--- src/rtl/pcd_pkg.sv ---
package pcd_pkg;
  parameter int unsigned LO_W    = 5;
  parameter int unsigned HI_W    = 5;
  parameter int unsigned WORD_W  = 32;
  localparam int unsigned JOIN_W  = LO_W + HI_W;
  localparam int unsigned RATIO_W = JOIN_W + 1;

  typedef struct packed {
    logic               byp;
    logic               inv;
    logic [RATIO_W-1:0] ratio;
  } pcd_cfg_t;
endpackage

--- src/rtl/pcd_ratio_decode.sv ---
module pcd_ratio_decode
  import pcd_pkg::*;
#(
  parameter int unsigned LO_LSB  = 0,
  parameter int unsigned HI_LSB  = 27,
  parameter int unsigned BYP_BIT = 26,
  parameter int unsigned INV_BIT = 13
) (
  input  logic [WORD_W-1:0] word_i,
  output pcd_cfg_t          cfg_o
);
  logic [JOIN_W-1:0] joined;

  always_comb begin
    joined       = {word_i[HI_LSB +: HI_W], word_i[LO_LSB +: LO_W]};
    cfg_o.byp    = word_i[BYP_BIT];
    cfg_o.inv    = word_i[INV_BIT];
    cfg_o.ratio  = RATIO_W'(joined) + RATIO_W'(2);
  end
endmodule

--- src/rtl/pcd_phase_counter.sv ---
module pcd_phase_counter
  import pcd_pkg::*;
(
  input  logic               clk_i,
  input  logic               rst_ni,
  input  logic               en_i,
  input  pcd_cfg_t           cfg_i,
  output logic               nxt_run_o,
  output logic [RATIO_W-1:0] nxt_cnt_o,
  output pcd_cfg_t           nxt_cfg_o
);
  logic               run_q;
  logic [RATIO_W-1:0] cnt_q;
  pcd_cfg_t           cur_q;
  logic               last;

  assign last = cur_q.byp || (cnt_q == cur_q.ratio - RATIO_W'(1));

  always_comb begin
    nxt_run_o = 1'b1;
    nxt_cnt_o = cnt_q + RATIO_W'(1);
    nxt_cfg_o = cur_q;
    if (!en_i) begin
      nxt_run_o = 1'b0;
      nxt_cnt_o = '0;
    end else if (!run_q || last) begin
      nxt_cnt_o = '0;
      nxt_cfg_o = cfg_i;
    end
  end

  always_ff @(posedge clk_i or negedge rst_ni) begin
    if (!rst_ni) begin
      run_q <= 1'b0;
      cnt_q <= '0;
      cur_q <= '0;
    end else begin
      run_q <= nxt_run_o;
      cnt_q <= nxt_cnt_o;
      cur_q <= nxt_cfg_o;
    end
  end

  AST_CNT_IN_RANGE: assert property (@(posedge clk_i) disable iff (!rst_ni)
    (run_q && !cur_q.byp) |-> (cnt_q < cur_q.ratio));

  AST_CFG_HELD_MID_PERIOD: assert property (@(posedge clk_i) disable iff (!rst_ni)
    (run_q && !last && en_i) |=> $stable(cur_q));

  AST_IDLE_CLEARS_COUNT: assert property (@(posedge clk_i) disable iff (!rst_ni)
    !en_i |=> (!run_q && cnt_q == '0));
endmodule

--- src/rtl/pcd_out_stage.sv ---
module pcd_out_stage
  import pcd_pkg::*;
(
  input  logic               clk_i,
  input  logic               rst_ni,
  input  logic               nxt_run_i,
  input  logic [RATIO_W-1:0] nxt_cnt_i,
  input  pcd_cfg_t           nxt_cfg_i,
  output logic               pix_en_o,
  output logic               panel_clk_o,
  output logic               launch_fall_o
);
  logic [RATIO_W-1:0] half;
  logic pix_d, pclk_d, lf_d;

  always_comb begin
    half   = nxt_cfg_i.ratio >> 1;
    pix_d  = nxt_run_i && (nxt_cfg_i.byp || nxt_cnt_i == '0);
    pclk_d = nxt_run_i && (nxt_cfg_i.byp || nxt_cnt_i < half);
    lf_d   = nxt_run_i && nxt_cfg_i.inv;
  end

  always_ff @(posedge clk_i or negedge rst_ni) begin
    if (!rst_ni) begin
      pix_en_o      <= 1'b0;
      panel_clk_o   <= 1'b0;
      launch_fall_o <= 1'b0;
    end else begin
      pix_en_o      <= pix_d;
      panel_clk_o   <= pclk_d;
      launch_fall_o <= lf_d;
    end
  end

  AST_RISE_WITH_STROBE: assert property (@(posedge clk_i) disable iff (!rst_ni)
    $rose(panel_clk_o) |-> pix_en_o);
endmodule

--- src/rtl/pixclk_divider.sv ---
module pixclk_divider
  import pcd_pkg::*;
(
  input  logic              clk_i,
  input  logic              rst_ni,
  input  logic              en_i,
  input  logic [31:0]       cfg_i,
  output logic              pix_en_o,
  output logic              panel_clk_o,
  output logic              launch_fall_o
);
  pcd_cfg_t           dec_cfg;
  pcd_cfg_t           nxt_cfg;
  logic               nxt_run;
  logic [RATIO_W-1:0] nxt_cnt;

  pcd_ratio_decode u_decode (
    .word_i (cfg_i),
    .cfg_o  (dec_cfg)
  );

  pcd_phase_counter u_counter (
    .clk_i     (clk_i),
    .rst_ni    (rst_ni),
    .en_i      (en_i),
    .cfg_i     (dec_cfg),
    .nxt_run_o (nxt_run),
    .nxt_cnt_o (nxt_cnt),
    .nxt_cfg_o (nxt_cfg)
  );

  pcd_out_stage u_out (
    .clk_i         (clk_i),
    .rst_ni        (rst_ni),
    .nxt_run_i     (nxt_run),
    .nxt_cnt_i     (nxt_cnt),
    .nxt_cfg_i     (nxt_cfg),
    .pix_en_o      (pix_en_o),
    .panel_clk_o   (panel_clk_o),
    .launch_fall_o (launch_fall_o)
  );

  AST_DISABLED_QUIET: assert property (@(posedge clk_i) disable iff (!rst_ni)
    !en_i |=> (!pix_en_o && !panel_clk_o && !launch_fall_o));
endmodule

--- config.mk ---
export PLATFORM = sky130hd
export DESIGN_NAME = pixclk_divider
export DESIGN_NICKNAME = d
export VERILOG_FILES = /design/src/rtl/pcd_pkg.sv /design/src/rtl/pcd_ratio_decode.sv /design/src/rtl/pcd_phase_counter.sv /design/src/rtl/pcd_out_stage.sv /design/src/rtl/pixclk_divider.sv
export SDC_FILE = /design/constraint.sdc
export NUM_CORES = 1
export LEC_CHECK = 0
export ABC_AREA = 1
export BUFFER_PORTS_ARGS = -buffer_cell sky130_fd_sc_hd__buf_2
export CORE_UTILIZATION = 56
export DETAILED_ROUTE_END_ITERATION = 10
export HOLD_SLACK_MARGIN = 0.03
export PLACE_DENSITY = 0.8
export RECOVER_POWER = 50
export SKIP_LAST_GASP = 1
export SYNTH_ARGS = -nofsm -noshare
export SYNTH_HDL_FRONTEND = slang
export SYNTH_SLANG_ARGS = --single-unit
--- constraint.sdc ---
create_clock -name clk_i -period 3.45 [get_ports clk_i]
set_clock_uncertainty 0.15 [all_clocks]
set_input_delay 0.69 -clock clk_i [delete_from_list [all_inputs] [get_ports clk_i]]
set_output_delay 0.69 -clock clk_i [all_outputs]
set_load 0.02 [all_outputs]
* Yosys cells after proc, flatten, opt, wreduce, memory -nomap -nowiden
Index checks and enable logic that the tools add are counted.
** Word-level totals
- Word-level logic and storage cells :: 29
- Register bits after elaboration :: 28
** Operators by class
- Equal/unequal tests :: 1
- $lt $le $gt $ge :: 1
- Multiplexer cells :: 5
- Reductions and logical operators :: 10
- Add/subtract/negate cells :: 3
** Operator list (count)
- $mux W13 :: 2
- $mux W11 :: 2
- $add A10 B2 Y11 const B :: 1
- $add A11 B1 Y11 const B :: 1
- $eq A11 B11 Y1 :: 1
- $logic_not A11 Y1 :: 1
- $lt A11 B10 Y1 :: 1
- $sub A11 B1 Y11 const B :: 1
- $logic_or A1 B1 Y1 :: 4
- $logic_and A1 B1 Y1 :: 3
- $reduce_and A2 Y1 :: 1
- $logic_not A1 Y1 :: 1
- $mux W1 :: 1

* Depth between registers and ports, before layout
- Word-level depth :: 9
- Depth in mapped cells :: 25
- Gate-level depth less buffers :: 24

* Modules after synthesis
From an unflattened synthesis, not the netlist that was laid out.
** Unflattened totals
- Cells, all modules :: 326
- Area, all modules :: 2169.6 sq um
** Modules (own cells, without submodules)
- pcd_phase_counter :: area an instance 1551.5 sq um, instances 1, seq. area each 625.6 sq um, cells each 218
- pcd_out_stage :: area an instance 411.6 sq um, instances 1, seq. area each 75.1 sq um, cells each 67
- pcd_ratio_decode :: area an instance 206.4 sq um, instances 1, seq. area each 0.0 sq um, cells each 41

* Worst setup path before layout
Ideal clock, no wire load.
- Kind :: reg2reg
- From :: register u_counter.cur_q[0] (netlist bit)
- To :: register u_out.panel_clk_o
- Buffers on the path :: 0
- Data required time :: 3.235 ns
- Clock period less this slack :: 2.934 ns
- Arrival time :: 2.719 ns
- Stages on the path, launching flop included :: 25
- Path slack :: 0.516 ns
- Cells stage by stage :: dfrtp_1 > inv_1 > ha_1 > inv_1 > nor2_1 > nand3_1 > nand2_1 > nand2_1 > nand2_1 > nand2_1 > nor2_1 > nand3_2 > nand2_4 > nand2_4 > clkinv_2 > nand3b_1 > o21ai_2 > inv_1 > ha_1 > a21o_1 > a211oi_1 > o211ai_1 > inv_1 > nand2_1 > nand2_1
** RTL lines
- start, declared :: line pcd_phase_counter.sv:14 : pcd_cfg_t cur_q;
- start signal, assigned :: line pcd_phase_counter.sv:40 : cur_q <= nxt_cfg_o;
- end signal, assigned :: line pcd_out_stage.sv:30 : panel_clk_o <= pclk_d;
- end, declared :: line pcd_out_stage.sv:10 : output logic panel_clk_o,

* Final worst setup path
- From :: register u_counter.cur_q[1] (netlist bit)
- To :: register u_out.panel_clk_o
** On the way
- Cells in the longest elaborated chain, start to end :: 9
- Elaborated cells between the ends (all ways) :: 11
- Classes of those cells :: add/sub: 1; order compare: 1; eq/ne: 1; mux: 4; reduce/logical: 4
** Ends and longest elaborated chain
- $sub A11 B1 Y11 :: line pcd_phase_counter.sv:17 : assign last = cur_q.byp || (cnt_q == cur_q.ratio - RATIO_W'(1));
- $eq A11 B11 Y1 :: line pcd_phase_counter.sv:17
- $logic_or A1 B1 Y1 :: line pcd_phase_counter.sv:17
- $logic_or A1 B1 Y1 :: line pcd_phase_counter.sv:26 : end else if (!run_q || last) begin
- $mux W11 :: line pcd_phase_counter.sv:26
- $mux W11 :: line pcd_phase_counter.sv:23 : if (!en_i) begin
- net nxt_cnt[4] :: line pixclk_divider.sv:15 : logic [RATIO_W-1:0] nxt_cnt;
- $lt A11 B10 Y1 :: line pcd_out_stage.sv:19 : pclk_d = nxt_run_i && (nxt_cfg_i.byp || nxt_cnt_i < half);
- $logic_or A1 B1 Y1 :: line pcd_out_stage.sv:19
- $logic_and A1 B1 Y1 :: line pcd_out_stage.sv:19
- net u_out.pclk_d :: line pcd_out_stage.sv:14 : logic pix_d, pclk_d, lf_d;
The timed path passes the listed nets, and every way through them passes these cells.
A chain may end at the register's enable or synchronous reset.

==> results.tsv <==
metric	value	unit
status	complete, but fails checks	
violations	max-capacitance violations, max-slew violations	
port_buffers	17	
htreeDepth	1	
slew_viol_final	29	
drtAntennaViolNets	0	
netlist_area	2080	µm²
globalplace.congestion	0.873	
fmax	314	MHz
power_switching	291	µW
die_height	62.9	µm
period_share	0.922	
ctsLongestPathBuffers	2	
detail_route.iter0.violations	79	
avgRoutedWirePerCell	13.5	µm
synth_nets	331	
dr.pass1.iters	4	
seq_power_share	0.428	
synthAdderAreaFrac	0.0723	
clock_latency	0.29	ns
synthMuxAreaShare	0	
combPwrFrac	0.274	
syn_inst	284	
drc	0	
synth_seq_cells	28	
synth_flop_cell	dfrtp_1	
yosys.area_share.simple	0.319	
power_density	378	nW/µm²
dieWidth	62.9	µm
dpl.hpwl	3.69	mm
fin_nets	358	
grt_pass1_wl	8.09	mm
ys_warn_count	0	
ys_seq_area_frac	0.337	
grt_busiest_layer	met2	
fp-row-count	21	
use_met3	0.0529	
layout-drive-gt1-share	0.194	
layout-area-overhead-vs-synth	14.1	%
fillers	300	
track_usage	0.268	
place_inst	350	
synth_compound_area_frac	0.0801	
synth_xor_xnor_area_share	0.0801	
worst-path-max-fanout	8	
coreArea	3440	µm²
clock-sinks	28	
die-area	3960	µm²
period_minus_slack	3.18	ns
setup_tns	0	ns
required	3.53	ns
layout.cells.non_filler	356	
vdd_drop_max	0.367	mV
critPathCaptureType	register	
grt_pass1_vias	1754	
gr-total-overflow	0	
maxCapViolCount	1	
final-hold-violation-count	0	
cts.clk_slew.worst_paths	0.10	ns
use_met2	0.423	
cts_tree	built	
worst-endpoint-arrival	3.26	ns
worst_pin_slew	1.53	ns
async_flop_share	1.00	
holdBufCountCts	0	
p_leak	0.00134	µW
hold_class	reg -> reg	
synth_edf_count	0	
relSlewSlack	-0.0223	
grtUsageMet1	0.349	
antenna_cells	0	
critPathLaunchType	register	
internal-power	605	µW
initial_core_util	0.603	
ios	38	
grt_max_degree	29	
synth_top_family_by_area	simple AND/OR/NAND/NOR gates	
synth.avg_cell_area	7.31	µm²
antenna_found_initial	0	
ctsRootBufferMaster	clkbuf_8	
synth_cell_types	33	
pwr-share-clk	0.298	
p_sw_frac	0.325	
cts-buffers-inserted	3	
vias	1846	
wl	4.79	mm
path_class	reg -> reg	
setup_viol	0	
routed_via_density	5.19	
## flip-flops by register name, indices dropped and copies added, names as in the netlist
signal,cells
u_out.panel_clk_o,1
u_counter.cur_q,13
u_out.launch_fall_o,1
u_out.pix_en_o,1
u_counter.cnt_q,11
u_counter.run_q,1
## synthesized netlist by cell type, types with 2 or more instances
master / count / area (µm²)
nand3b_1: 3 / 22.5
xor2_1: 14 / 123
nor2_2: 3 / 18.8
or2_1: 3 / 18.8
a21oi_1: 5 / 25.0
a21o_1: 2 / 15.0
nor2_1: 21 / 78.8
inv_1: 50 / 188
dfrtp_1: 28 / 701
nor2_4: 2 / 22.5
inv_2: 6 / 22.5
o21ai_0: 4 / 20.0
nand2_2: 2 / 12.5
nand4_1: 7 / 43.8
nand2_4: 3 / 33.8
a211oi_1: 2 / 15.0
xnor2_1: 5 / 43.8
o21ai_2: 7 / 61.3
nor3_1: 2 / 10.0
o21ai_1: 3 / 15.0
ha_1: 12 / 150
nand2_1: 71 / 267
nand3_1: 19 / 95.1
## layout by cell type (no fill, tap or decap), types with 2 or more instances in the layout
| master | instances |
|---|---|
| nand3_1 | 18 |
| nor2_4 | 3 |
| inv_2 | 7 |
| inv_1 | 49 |
| nand4_1 | 7 |
| nand2_2 | 2 |
| xor2_1 | 14 |
| clkbuf_8 | 3 |
| buf_2 | 16 |
| nor3_1 | 2 |
| buf_4 | 7 |
| nand3b_1 | 3 |
| a21o_1 | 2 |
| nor2_1 | 20 |
| o21ai_0 | 4 |
| a211oi_2 | 2 |
| o21ai_2 | 7 |
| ha_1 | 11 |
| nand2_1 | 71 |
| or2_1 | 3 |
| nand2_4 | 2 |
| xnor2_1 | 5 |
| nor2_2 | 3 |
| o21ai_1 | 3 |
| dfrtp_1 | 28 |
| nand3_2 | 2 |
| a21oi_1 | 5 |
## power by group through the flow
stage	clock, µW	sequential, µW	combinational (µW)
finish	267	383	245
floorplan	0	385	162
detailed placement	0	389	226
CTS	269	383	229
global route	282	388	276
global placement	0	388	220
## cells by family (layout without fill, tap and decap cells)
| family | count (synthesis) | in the layout |
|---|---|---|
| adder cells (fa/ha/maj) | 12 | 12 |
| AO/OA/AOI/OAI | 25 | 25 |
| buffers and inverters | 59 | 85 |
| AND/OR/NAND/NOR | 141 | 141 |
| XOR/XNOR | 19 | 19 |
| flip-flops | 28 | 28 |
## stage by stage
step,setup slack [ns],total power [µW],utilization,instance area [µm²],hold slack (ns)
6_report,0.270,896,0.688,2370,0.345
5_1_grt,-0.00317,947,0.688,2370,0.354
4_1_cts,0.0708,880,0.672,2310,0.283
3_5_place_dp,0.0996,615,0.651,2240,0.323
3_3_place_gp,0.174,608,0.651,2240,0.314
2_1_floorplan,0.516,547,-,2080,0.244
## routing by layer
layer  vias to the layer above  part of all wire
li1                        937                 -
met1                       860              0.45
met2                        35              0.48
met3                        14             0.034
met4                         0             0.034
met5                         -                 0
## timing repair
action / CTS / global route
setup endpoints to repair: 0 / 1
setup buffers: 0 / 2
gates resized for setup: 0 / 9
## final timing paths
check	start	end	slack (ns)	cells after the start
worst max-delay path	u_counter.cur_q[1]	u_out.panel_clk_o	0.27	22
worst min-delay path	u_counter.cur_q[11]	u_counter.cur_q[11]	0.35	1
worst max register to register	u_counter.cur_q[1]	u_out.panel_clk_o	0.27	22
worst min register to register	u_counter.cur_q[11]	u_counter.cur_q[11]	0.35	1
max in group asynchronous	rst_ni	u_counter.cnt_q[2]	1.65	1
min in group asynchronous	rst_ni	u_counter.cur_q[2]	0.61	1
## critical path: stages, from the launching register on
cell and delay (ns):
dfrtp_1 0.38, inv_1 0.10, buf_4 0.14, nand2_1 0.04, nor2_1 0.21, nand3_1 0.11, nand2_1 0.07, nand2_1 0.05
nand2_1 0.05, nor2_1 0.05, nand3_2 0.11, nand2_4 0.10, nor2_4 0.21, inv_2 0.08, nor2_1 0.20, ha_1 0.29
a21oi_1 0.19, nor2_1 0.10, a211oi_2 0.20, o211ai_1 0.12, inv_1 0.06, nand2_1 0.05, nand2_1 0.05
## area by class of cell
type	instances	area, µm²	area share
Multi-Input combinational cell	197	1190	0.502
Sequential cell	28	701	0.296
Clock inverter	1	30.0	0.0127
Inverter	57	215	0.0908
Timing Repair Buffer	24	136	0.0576
Tap cell	46	57.6	0.0243
Clock buffer	3	41.3	0.0174
(Power assumes the default switching activity.)
